`src/rtl/ecc_cap_pkg.sv`:
```
package ecc_cap_pkg;
    localparam int NSRC           = 2;
    localparam int SRC_RAM        = 0;
    localparam int SRC_FLASH      = 1;
    localparam int STAT_W         = 2;
    localparam int STAT_RAM_BIT   = 1;
    localparam int STAT_FLASH_BIT = 0;

    localparam int OFF_STATUS   = 0;
    localparam int OFF_RAM_ADDR = 1;
    localparam int OFF_RAM_ATTR = 2;
    localparam int OFF_RAM_DATA = 3;
    localparam int OFF_FL_ADDR  = 4;
    localparam int OFF_FL_ATTR  = 5;
    localparam int OFF_FL_DATA  = 6;
endpackage

```
`src/rtl/ecc_src_select.sv`:
```
module ecc_src_select
    import ecc_cap_pkg::*;
(
    input  logic            ram_en_i,
    input  logic            ram_evt_i,
    input  logic            flash_en_i,
    input  logic            flash_evt_i,
    output logic [NSRC-1:0] load_o
);
    logic ram_hit;
    logic fl_hit;

    always_comb begin
        ram_hit           = ram_en_i & ram_evt_i;
        fl_hit            = flash_en_i & flash_evt_i;
        load_o            = '0;
        load_o[SRC_RAM]   = ram_hit;
        load_o[SRC_FLASH] = fl_hit & ~ram_hit;
    end
endmodule

```
`src/rtl/ecc_capture_set.sv`:
```
module ecc_capture_set #(
    parameter int ADDR_W = 32,
    parameter int ATTR_W = 8,
    parameter int DATA_W = 32
) (
    input  logic              clk,
    input  logic              rst_n,
    input  logic              load_i,
    input  logic [ADDR_W-1:0] addr_i,
    input  logic [ATTR_W-1:0] attr_i,
    input  logic [DATA_W-1:0] data_i,
    output logic [ADDR_W-1:0] addr_o,
    output logic [ATTR_W-1:0] attr_o,
    output logic [DATA_W-1:0] data_o
);
    typedef struct packed {
        logic [ADDR_W-1:0] addr;
        logic [ATTR_W-1:0] attr;
        logic [DATA_W-1:0] data;
    } cap_t;

    cap_t cap_d, cap_q;

    always_comb begin
        cap_d = cap_q;
        if (load_i) begin
            cap_d.addr = addr_i;
            cap_d.attr = attr_i;
            cap_d.data = data_i;
        end
    end

    always_ff @(posedge clk or negedge rst_n) begin
        if (!rst_n) cap_q <= '0;
        else        cap_q <= cap_d;
    end

    assign addr_o = cap_q.addr;
    assign attr_o = cap_q.attr;
    assign data_o = cap_q.data;
endmodule

```
`src/rtl/ecc_flag_reg.sv`:
```
module ecc_flag_reg
    import ecc_cap_pkg::*;
(
    input  logic              clk,
    input  logic              rst_n,
    input  logic [NSRC-1:0]   load_i,
    input  logic              clr_i,
    input  logic [STAT_W-1:0] clr_mask_i,
    output logic [STAT_W-1:0] flags_o
);
    typedef struct packed {
        logic [STAT_W-1:0] flags;
    } flag_t;

    flag_t st_d, st_q;

    always_comb begin
        st_d = st_q;
        if (load_i[SRC_RAM]) begin
            st_d.flags               = '0;
            st_d.flags[STAT_RAM_BIT] = 1'b1;
        end else if (load_i[SRC_FLASH]) begin
            st_d.flags                 = '0;
            st_d.flags[STAT_FLASH_BIT] = 1'b1;
        end else if (clr_i) begin
            st_d.flags = st_q.flags & ~clr_mask_i;
        end
    end

    always_ff @(posedge clk or negedge rst_n) begin
        if (!rst_n) st_q <= '0;
        else        st_q <= st_d;
    end

    assign flags_o = st_q.flags;
endmodule

```
`src/rtl/ecc_err_capture.sv`:
```
module ecc_err_capture
    import ecc_cap_pkg::*;
#(
    parameter int ADDR_W = 32,
    parameter int ATTR_W = 8,
    parameter int DATA_W = 32,
    parameter int REG_DW = 32,
    parameter int REG_AW = 3
) (
    input  logic              clk,
    input  logic              rst_n,
    input  logic              ram_en_i,
    input  logic              ram_evt_i,
    input  logic [ADDR_W-1:0] ram_addr_i,
    input  logic [ATTR_W-1:0] ram_attr_i,
    input  logic [DATA_W-1:0] ram_data_i,
    input  logic              flash_en_i,
    input  logic              flash_evt_i,
    input  logic [ADDR_W-1:0] flash_addr_i,
    input  logic [ATTR_W-1:0] flash_attr_i,
    input  logic [DATA_W-1:0] flash_data_i,
    input  logic              reg_wr_i,
    input  logic [REG_AW-1:0] reg_addr_i,
    input  logic [REG_DW-1:0] reg_wdata_i,
    output logic [REG_DW-1:0] reg_rdata_o,
    output logic              irq_o
);
    logic [NSRC-1:0]              load;
    logic [NSRC-1:0][ADDR_W-1:0]  src_addr, cap_addr;
    logic [NSRC-1:0][ATTR_W-1:0]  src_attr, cap_attr;
    logic [NSRC-1:0][DATA_W-1:0]  src_data, cap_data;
    logic [STAT_W-1:0]            flags_q;
    logic                         stat_wr;
    logic                         wdata_unused;

    assign src_addr[SRC_RAM]   = ram_addr_i;
    assign src_attr[SRC_RAM]   = ram_attr_i;
    assign src_data[SRC_RAM]   = ram_data_i;
    assign src_addr[SRC_FLASH] = flash_addr_i;
    assign src_attr[SRC_FLASH] = flash_attr_i;
    assign src_data[SRC_FLASH] = flash_data_i;

    assign stat_wr      = reg_wr_i && (reg_addr_i == REG_AW'(OFF_STATUS));
    assign wdata_unused = ^reg_wdata_i[REG_DW-1:STAT_W];

    ecc_src_select u_sel (
        .ram_en_i    (ram_en_i),
        .ram_evt_i   (ram_evt_i),
        .flash_en_i  (flash_en_i),
        .flash_evt_i (flash_evt_i),
        .load_o      (load)
    );

    for (genvar g = 0; g < NSRC; g++) begin : g_cap
        ecc_capture_set #(
            .ADDR_W (ADDR_W),
            .ATTR_W (ATTR_W),
            .DATA_W (DATA_W)
        ) u_cap (
            .clk    (clk),
            .rst_n  (rst_n),
            .load_i (load[g]),
            .addr_i (src_addr[g]),
            .attr_i (src_attr[g]),
            .data_i (src_data[g]),
            .addr_o (cap_addr[g]),
            .attr_o (cap_attr[g]),
            .data_o (cap_data[g])
        );
    end

    ecc_flag_reg u_flags (
        .clk        (clk),
        .rst_n      (rst_n),
        .load_i     (load),
        .clr_i      (stat_wr),
        .clr_mask_i (reg_wdata_i[STAT_W-1:0]),
        .flags_o    (flags_q)
    );

    always_comb begin
        reg_rdata_o = '0;
        case (int'(reg_addr_i))
            OFF_STATUS:   reg_rdata_o = REG_DW'(flags_q);
            OFF_RAM_ADDR: reg_rdata_o = REG_DW'(cap_addr[SRC_RAM]);
            OFF_RAM_ATTR: reg_rdata_o = REG_DW'(cap_attr[SRC_RAM]);
            OFF_RAM_DATA: reg_rdata_o = REG_DW'(cap_data[SRC_RAM]);
            OFF_FL_ADDR:  reg_rdata_o = REG_DW'(cap_addr[SRC_FLASH]);
            OFF_FL_ATTR:  reg_rdata_o = REG_DW'(cap_attr[SRC_FLASH]);
            OFF_FL_DATA:  reg_rdata_o = REG_DW'(cap_data[SRC_FLASH]);
            default:      reg_rdata_o = '0;
        endcase
    end

    assign irq_o = |flags_q;
endmodule

```
`config.mk`:
```
export PLATFORM = sky130hd
export DESIGN_NAME = ecc_err_capture
export DESIGN_NICKNAME = d
export VERILOG_FILES = /design/src/rtl/ecc_cap_pkg.sv /design/src/rtl/ecc_src_select.sv /design/src/rtl/ecc_capture_set.sv /design/src/rtl/ecc_flag_reg.sv /design/src/rtl/ecc_err_capture.sv
export SDC_FILE = /design/constraint.sdc
export NUM_CORES = 1
export LEC_CHECK = 0
export BUFFER_PORTS_ARGS = -buffer_cell sky130_fd_sc_hd__buf_2
export CORE_AREA = 2 2 118 120
export DETAILED_ROUTE_END_ITERATION = 8
export DIE_AREA = 0 0 120 122
export GPL_TIMING_DRIVEN = 0
export PLACE_DENSITY = 0.93
export SKIP_CTS_REPAIR_TIMING = 1
export SYNTH_ARGS = -nofsm -noshare
export SYNTH_HDL_FRONTEND = slang
export SYNTH_HIERARCHICAL = 1
export SYNTH_SLANG_ARGS = --single-unit
```
`constraint.sdc`:
```
create_clock -name clk -period 2.81 [get_ports clk]
set_input_delay 0.4215 -clock clk [delete_from_list [all_inputs] [get_ports clk]]
set_output_delay 0.4215 -clock clk [all_outputs]
set_load 0.005 [all_outputs]
```
**Word-level counts from Yosys, hierarchy flattened**

Index checks and enable logic that the tools add are counted.

- Output and inout port bits: 33
- Input bits: 186
- Logic and storage cells: 27
- Bits in registers: 146

- Reduce and logical (&&, ||, !) cells: 4
- Multiplexer cells: 4
- Bitwise gates (word level): 6
- Equality and inequality tests: 6

Operator list:

| operator | count |
|---|---|
| $pmux W32 S7 | 1 |
| $eq A3 B3 Y1 const B | 3 |
| $eq A3 B2 Y1 const B | 2 |
| $mux W2 | 3 |
| $and A1 B1 Y1 | 3 |
| $eq A3 B1 Y1 const B | 1 |
| $logic_not A3 Y1 | 1 |
| $reduce_bool A3 Y1 | 1 |
| $and A2 B2 Y2 | 1 |
| $not A2 Y2 | 1 |
| $reduce_or A2 Y1 | 1 |
| $logic_and A1 B1 Y1 | 1 |
| $not A1 Y1 | 1 |

**Logic depth before layout (Yosys ltp)**

Gate-level depths: netlist (run 1).

- Word-level depth: 5
- Depth in mapped cells: 6

**By module**

The synthesis (run 1) kept the hierarchy.

By module, submodules not included:

| module | cells each | area an instance (µm²) | sequential area each (µm²) | times used |
|---|---|---|---|---|
| ecc_capture_set | 152 | 3026.7 | 1801.7 | 2 |
| ecc_err_capture | 152 | 1124.8 | 0.0 | 1 |
| ecc_flag_reg | 7 | 85.1 | 50.0 | 1 |
| ecc_src_select | 4 | 26.3 | 0.0 | 1 |

**Worst setup path before layout (run 1)**

Ideal clock, no wire load.

- Path kind: input port to output port
- From: input port reg_addr_i[2]
- To: output port reg_rdata_o[10]
- Setup slack: 1.113 ns
- Stages on the path: 6
- Buffers on the path: 3
- Arrival time: 1.275 ns
- Data required time: 2.389 ns
- Path through: buf_2 -> nor2b_1 -> buf_6 -> buf_4 -> a221oi_1 -> nor2_1

- Longest elaborated chain between the ends: 2
- Elaborated cells between the ends (all ways): 8
- Those cells by class: eq/ne (6); mux (1); reduce/logical (1)

RTL lines:

| what | line | source |
|---|---|---|
| from (decl) | ecc_err_capture.sv:23 | `input logic [REG_AW-1:0] reg_addr_i,` |
| $eq A3 B3 Y1 (tied with other cells) | ecc_err_capture.sv:83 | `case (int'(reg_addr_i))` |
| $pmux W32 S7 * | ecc_err_capture.sv:83 |  |
| to (decl) | ecc_err_capture.sv:25 | `output logic [REG_DW-1:0] reg_rdata_o,` |

Every way passes the cells marked *; elsewhere a longest branch is shown, timed or not.

**Worst setup path after layout (run 1)**

- From: input port reg_addr_i[1]
- To: output port reg_rdata_o[10]

The elaborated chain is that of the path after synthesis.

==> summary.md, run 1 <==
| Metric | Value |
|---|---|
| Most common cell after layout, fill and taps aside | buf_2 |
| R2R depth | 1 |
| DRT Pass-1 Iters | 5 |
| EDFF count, synth | 0 |
| Count of cell types in the netlist | 37 |
| Num rows | 43 |
| Io pins | roughly 220 |
| Die H | approximately 120 um |
| Slew HR | 0.585 |
| Synth area leader | dfrtp_1 |
| Placed Area | between 8000 and 9000 um2 |
| Fraction of registers with async set/reset | 1.00 |
| R2r startpoint | g_cap[1].u_cap/addr_o[4] |
| Max-cap violations | 0 |
| WL/cell | around 23 um |
| Share of layout cells above drive strength 1 | 0.594 |
| Routed vias | approximately 5.1k |
| Min cycle time layout | 2300 ps |
| Setup TNS | 0 ps |
| Antenna fix cells | 0 |
| Largest net degree at the start of global routing | 83 |
| Syn. warnings | 6 |
| Clk_lat worst skew | 420 ps |
| CP required | between 2000 and 2500 ps |
| Critical path class | in2out |
| CP startpoint kind | input pin |
| Routed vias/inst | around 6 |
| Pwr dens | a little under 700 nW/um2 |
| Peak supply drop | approximately 0.00045 V |
| Core ar. | around 14,000 um2 |
| Synth top area share | 0.501 |
| RSZ-0062 raised after global routing | no |
| Initial antenna violation count | 0 |
| Failing checks | negative hold slack |
| Detailed Place HPWL | 13,700 um |
| CP Max Fanout | 10 |
| Starting Density | 0.540 |
| Worst slack at placement | just under 500 ps |
| Nets | 860 |
| Flops & latches, synth | 146 |
| Max Slew Vio Count | 0 |
| Htree depth | 4 |
| Max Freq | approximately 440 MHz |
| CTS tree | done |
| Synthesized area | around 7300 um2 |
| Synthesis-to-layout area growth | 25.4% |
| FF-to-FF End | g_cap[1].u_cap/addr_o[4] |
| Hold_ws | -12.5 ps |
| Net Count, Synth | between 600 and 700 |
| Register area | roughly 3700 um2 |
| Clock transition at the registers of the reported paths | 60 ps |
| Post-DRT Antenna Nets | 0 |
| # port buffers | 187 |
| Fin Clk Skew | 0 ps |
| Data arrival time of the worst path | roughly 1900 ps |
| Mapped Cells | about 470 |
| Leakage power | around 0.0044 uW |
| Initial DRC count | between 400 and 500 |
| Setup violations, final | 0 |
| Share of the clock period used by the worst path | 0.817 |
| Vias in the first global route | about 5.5k |
| Final hold vios | 10 |
| Final setup margin | 514 ps |
| Worst-Margin Slew | around 620 ps |
| Most frequent cells in the layout | buf_2, dfrtp_1, mux2_4, a221oi_1, nor2_1 |
| Outcome | complete, but fails checks |
| Main synth FF type | dfrtp_1 |
| Total die area | approximately 15,000 um2 |
| CTS sink count | 146 |
| Synth top area cells | dfrtp_1, mux2_4, a221oi_1 |
| Gr ovfl total | 0 |
| Die span in x | approximately 120 um |
| Placer congestion estimate | slightly above 0.8 |
| Worst setup EP type | output port |
| Overall routing resource usage | 0.281 |
| CTS Buf Count | 17 |
| Worst hold path type | in2async |
| Filler instances | between 900 and 1k |
| R2r setup slk | around 2000 ps |
| Area of the multi-input gates | about 3200 um2 |
| Drt drc | 0 |
| Average cell area after synthesis | around 16 um2 |
| Max clock buf depth | 2 |
| Fin area | 9140 um2 |
| Overall power | 6360 uW |
| Root Buffer | clkbuf_16 |
| Routed wire length | slightly below 20,000 um |
| First-pass GRT wire length | a little over 30,000 um |
| Post-synthesis sequential area ratio | 0.501 |
state kept, by name, indices dropped and copies added, names as in the netlist:
name / count
g_cap.u_cap/attr_o: 16
g_cap.u_cap/data_o: 64
u_flags/flags_o: 2
g_cap.u_cap/addr_o: 64
critical path, cell delays in order:
cell	delay, ps
buf_2	100
buf_4	200
clkinv_1	290
buf_2	320
a221oi_1	330
nor2_1	70
buf_2	130
cells by family (layout without fill, tap and decap cells):
kind of cell / after synthesis / count (layout) / synth area share
mux: 158 / 158 / 0.315
flops: 146 / 146 / 0.501
compound gates: 75 / 75 / 0.0860
simple gates: 46 / 46 / 0.0318
buf+inv: 42 / 262 / 0.0659
synth_stat cells, types with 2 or more instances:
cell and instances:
a21oi_1 6, a221o_1 2, a221oi_1 50, a31oi_1 2
a32o_1 2, a32oi_1 3, and4b_1 2, buf_12 14
buf_2 10, buf_4 6, buf_6 8, clkbuf_1 2
dfrtp_1 146, mux2_1 5, mux2_2 7, mux2_4 140
mux2i_1 6, nand2_1 2, nand3b_1 2, nor2_1 26
nor2b_1 5, o211ai_1 3, o21a_1 2, or2_0 2
or2_2 2
how the worst max path moves through the flow:
stage	start	endpoint	slack [ps]	cells after the start
2_1_floorplan	reg_addr_i[2]	reg_rdata_o[10]	1110	6
3_3_place_gp	rst_n	g_cap[1].u_cap/addr_o[26]	-510	1
3_5_place_dp	reg_addr_i[1]	reg_rdata_o[10]	480	7
4_1_cts	reg_addr_i[1]	reg_rdata_o[11]	500	7
5_1_grt	reg_addr_i[1]	reg_rdata_o[10]	380	7
6_report	reg_addr_i[1]	reg_rdata_o[10]	510	7
power breakdown:
part / switching [uW] / internal (uW) / total, uW / leakage, uW
sequential: 223 / 2450 / 2670 / 0.00172
clock: 860 / 1640 / 2500 / 0.000324
combinational: 451 / 741 / 1190 / 0.00237
total: 1530 / 4830 / 6360 / 0.00441
final cells by class:
class                   count  area share
repair buffers            188       0.106
plain buffers              40      0.0518
multi-input cells         279       0.345
well taps                 180      0.0246
clock buffers              22      0.0519
inverters                   2    0.000822
flip-flops and latches    146       0.400
clock inverters            10      0.0196
through the flow:
step,util,cells
floorplan,-,467
global placement,0.626,834
detailed placement,0.628,835
CTS,0.677,867
global route,0.677,867
finish,0.677,867
metal layers:
metal	part of all wire	vias up	track usage	wire, um
met1	0.41	2603	0.356	8080
met3	0.069	46	0.0674	1380
met4	0.026	0	0.102	520
met2	0.50	257	0.473	9900
li1	-	2179	-	-
met5	0	-	0	0
No activity file was read; power rests on OpenSTA's default activity.
==> run 2: changes to the inputs <==
--- a/config.mk
+++ b/config.mk
@@ -6,11 +6,11 @@
 export NUM_CORES = 1
 export LEC_CHECK = 0
 export BUFFER_PORTS_ARGS = -buffer_cell sky130_fd_sc_hd__buf_2
-export CORE_AREA = 2 2 118 120
+export CORE_AREA = 2 2 128 130
 export DETAILED_ROUTE_END_ITERATION = 8
-export DIE_AREA = 0 0 120 122
+export DIE_AREA = 0 0 130 132
 export GPL_TIMING_DRIVEN = 0
-export PLACE_DENSITY = 0.93
+export PLACE_DENSITY = 0.85
 export SKIP_CTS_REPAIR_TIMING = 1
 export SYNTH_ARGS = -nofsm -noshare
 export SYNTH_HDL_FRONTEND = slang
==> constraint.sdc (replaced) <==
create_clock -name clk -period 1.8 [get_ports clk]
set_input_delay 0.27 -clock clk [delete_from_list [all_inputs] [get_ports clk]]
set_output_delay 0.27 -clock clk [all_outputs]
set_load 0.005 [all_outputs]
==> summary.md, run 2 (synthesis gave the netlist of run 1 again) <==
| Metric | Value |
|---|---|
| Outcome | complete, but fails checks (unchanged) |
| Failing checks | negative setup slack (was negative hold slack) |
| Max clock buf depth | 2 (unchanged) |
| Setup TNS | -344 ps (was 0 ps) |
| Filler instances | 1,220 (was 908) |
| Share of layout cells above drive strength 1 | 0.656 (was 0.594) |
| Setup violations, final | 3 (was 0) |
| CTS sink count | 146 (unchanged) |
| DRT Pass-1 Iters | 4 (was 5) |
| Post-DRT Antenna Nets | 0 (unchanged) |
| Largest net degree at the start of global routing | 82 (was 83) |
| Initial antenna violation count | 0 (unchanged) |
| CP startpoint kind | flip-flop (was input pin) |
| Die span in x | 130 um (was 120 um) |
| Synthesis-to-layout area growth | 30.0% (was 25.4%) |
| Hold_ws | 42.3 ps (was -12.5 ps) |
| Routed vias/inst | 5.26 (was 5.87) |
| Clk_lat worst skew | 420 ps (about the same) |
| Max Freq | between 500 and 600 MHz |
| Root Buffer | clkbuf_16 (unchanged) |
| CTS Buf Count | 17 (unchanged) |
| Data arrival time of the worst path | 1690 ps (was 1870 ps) |
| Routed vias | 4,808 (was 5,085) |
| Core ar. | 15,700 um2 (was 13,500 um2) |
| Detailed Place HPWL | 13,400 um (was 13,700 um) |
| Overall routing resource usage | 0.222 (was 0.281) |
| Max Slew Vio Count | 0 (unchanged) |
| Leakage power | 0.00454 uW (was 0.00441 uW) |
| Final setup margin | -159 ps (was 514 ps) |
| Worst hold path type | in2reg (was in2async) |
| Total die area | 17,200 um2 (was 14,600 um2) |
| Final core occ | 0.603 (was 0.677) |
| Worst setup EP type | output port (unchanged) |
| Buf/Inv on CP | 1 (was 5) |
| Min cycle time layout | about 2000 ps |
| Routed wire length | 19,100 um (was 19,900 um) |
| Final hold vios | 0 (was 10) |
| CP Max Fanout | 2 (was 10) |
| Htree depth | 4 (unchanged) |
| Max-cap violations | 0 (unchanged) |
| Crit path largest cell delay | 390 ps (was 330 ps) |
| Worst-Margin Slew | 625 ps (was 622 ps) |
| Io pins | 219 (unchanged) |
| CP required | 1530 ps (was 2390 ps) |
| # port buffers | 187 (unchanged) |
| Overall power | 9740 uW (was 6360 uW) |
| Critical path class | reg2out (was in2out) |
| Share of the clock period used by the worst path | 1.09 |
| Slew HR | 0.583 (was 0.585) |
| Drt drc | 0 (unchanged) |
| Antenna fix cells | 0 (unchanged) |
| Die H | 132 um (was 122 um) |
| RSZ-0062 raised after global routing | yes (was no) |
| Placer congestion estimate | 0.772 (was 0.812) |
| WL/cell | 20.9 um (was 22.9 um) |
| Initial DRC count | 235 (was 414) |
| Peak supply drop | 0.000652 V (was 0.000449 V) |
| CP Cell Sequence | mux2_4, a32o_2, a221o_1, buf_2 (was buf_2, buf_4, clkinv_1, buf_2, a221oi_1, nor2_1, buf_2) |
| Most frequent cells in the layout | buf_2, dfrtp_1, mux2_4, a221oi_2, nor2_1 (was buf_2, dfrtp_1, mux2_4, a221oi_1, nor2_1) |
| Num rows | 46 (was 43) |
| Vias in the first global route | 5,240 (was 5,518) |
| Starting Density | 0.464 (was 0.540) |
| CTS tree | done (unchanged) |
| Gr ovfl total | 0 (unchanged) |
| First-pass GRT wire length | 28,700 um (was 30,700 um) |
| Nets | 871 (was 860) |
| Slowest CP cell | dfrtp_1 (was a221oi_1) |
| Top delay family on crit path | compound AO/OA/AOI/OAI gates (was buffers and inverters) |
| Most common cell after layout, fill and taps aside | buf_2 (unchanged) |
| Fin Clk Skew | 0 ps (unchanged) |
| Clock transition at the registers of the reported paths | 60 ps (about the same) |
| Pwr dens | 1030 nW/um2 (was 696 nW/um2) |
==> run 2: changes by cell type in the layout (fill, tap and decap cells not counted), sizes merged <==
cell	change
buf	+9
clkinvlp	+4
bufinv	-2
clkbuf	-2
inv	+2
clkinv	-1
dlygate4sd3	+1
==> run 2: power by group <==
part | internal [uW] | leakage [uW] | switching [uW] | total [uW]
clock | 2220 | 0.000290 | 1370 | 3590
combinational | 1250 | 0.00253 | 708 | 1960
sequential | 3820 | 0.00172 | 366 | 4190
total | 7290 | 0.00454 | 2450 | 9740
==> run 2: per-stage QoR <==
stage / instances / cell area (um2) / setup slack [ps]
4_1_cts: 903 / 9130 / -307
2_1_floorplan: 467 / 7290 / 406
3_3_place_gp: 870 / 8500 / -1600
5_1_grt: 914 / 9470 / -197
3_5_place_dp: 871 / 8530 / -314
6_report: 914 / 9470 / -159
==> run 2: cell type report <==
type                       instances  area (um2)  area share
buffer                            40         493      0.0520
clock buffer                      19         443      0.0468
clock inverter                    13         159      0.0168
inverter                           2        11.3     0.00119
multi-input combinational        279        3390       0.358
sequential                       146        3650       0.386
tap                              216         270      0.0285
timing repair buffer             199        1050       0.111
==> run 2: per-layer routing <==
metal  vias up  GRT usage  wire length [um]
li1       2202          -                 -
met1      2426      0.294              8500
met2       157      0.369              9330
met3        23     0.0495              1010
met4         0     0.0573               259
met5         -          0                 0
==> run 2: final timing paths <==
path	startpoint	to	slack, ps	cells past startpoint
max reg2reg	g_cap[0].u_cap/data_o[3]	g_cap[0].u_cap/data_o[3]	900	2
max	g_cap[0].u_cap/data_o[3]	reg_rdata_o[3]	-160	4
min reg2reg	g_cap[1].u_cap/data_o[0]	g_cap[1].u_cap/data_o[0]	510	1
min	reg_wdata_i[0]	u_flags/flags_o[0]	40	2
max in group asynchronous	rst_n	g_cap[0].u_cap/data_o[31]	580	3
min in group asynchronous	rst_n	g_cap[0].u_cap/data_o[19]	400	2
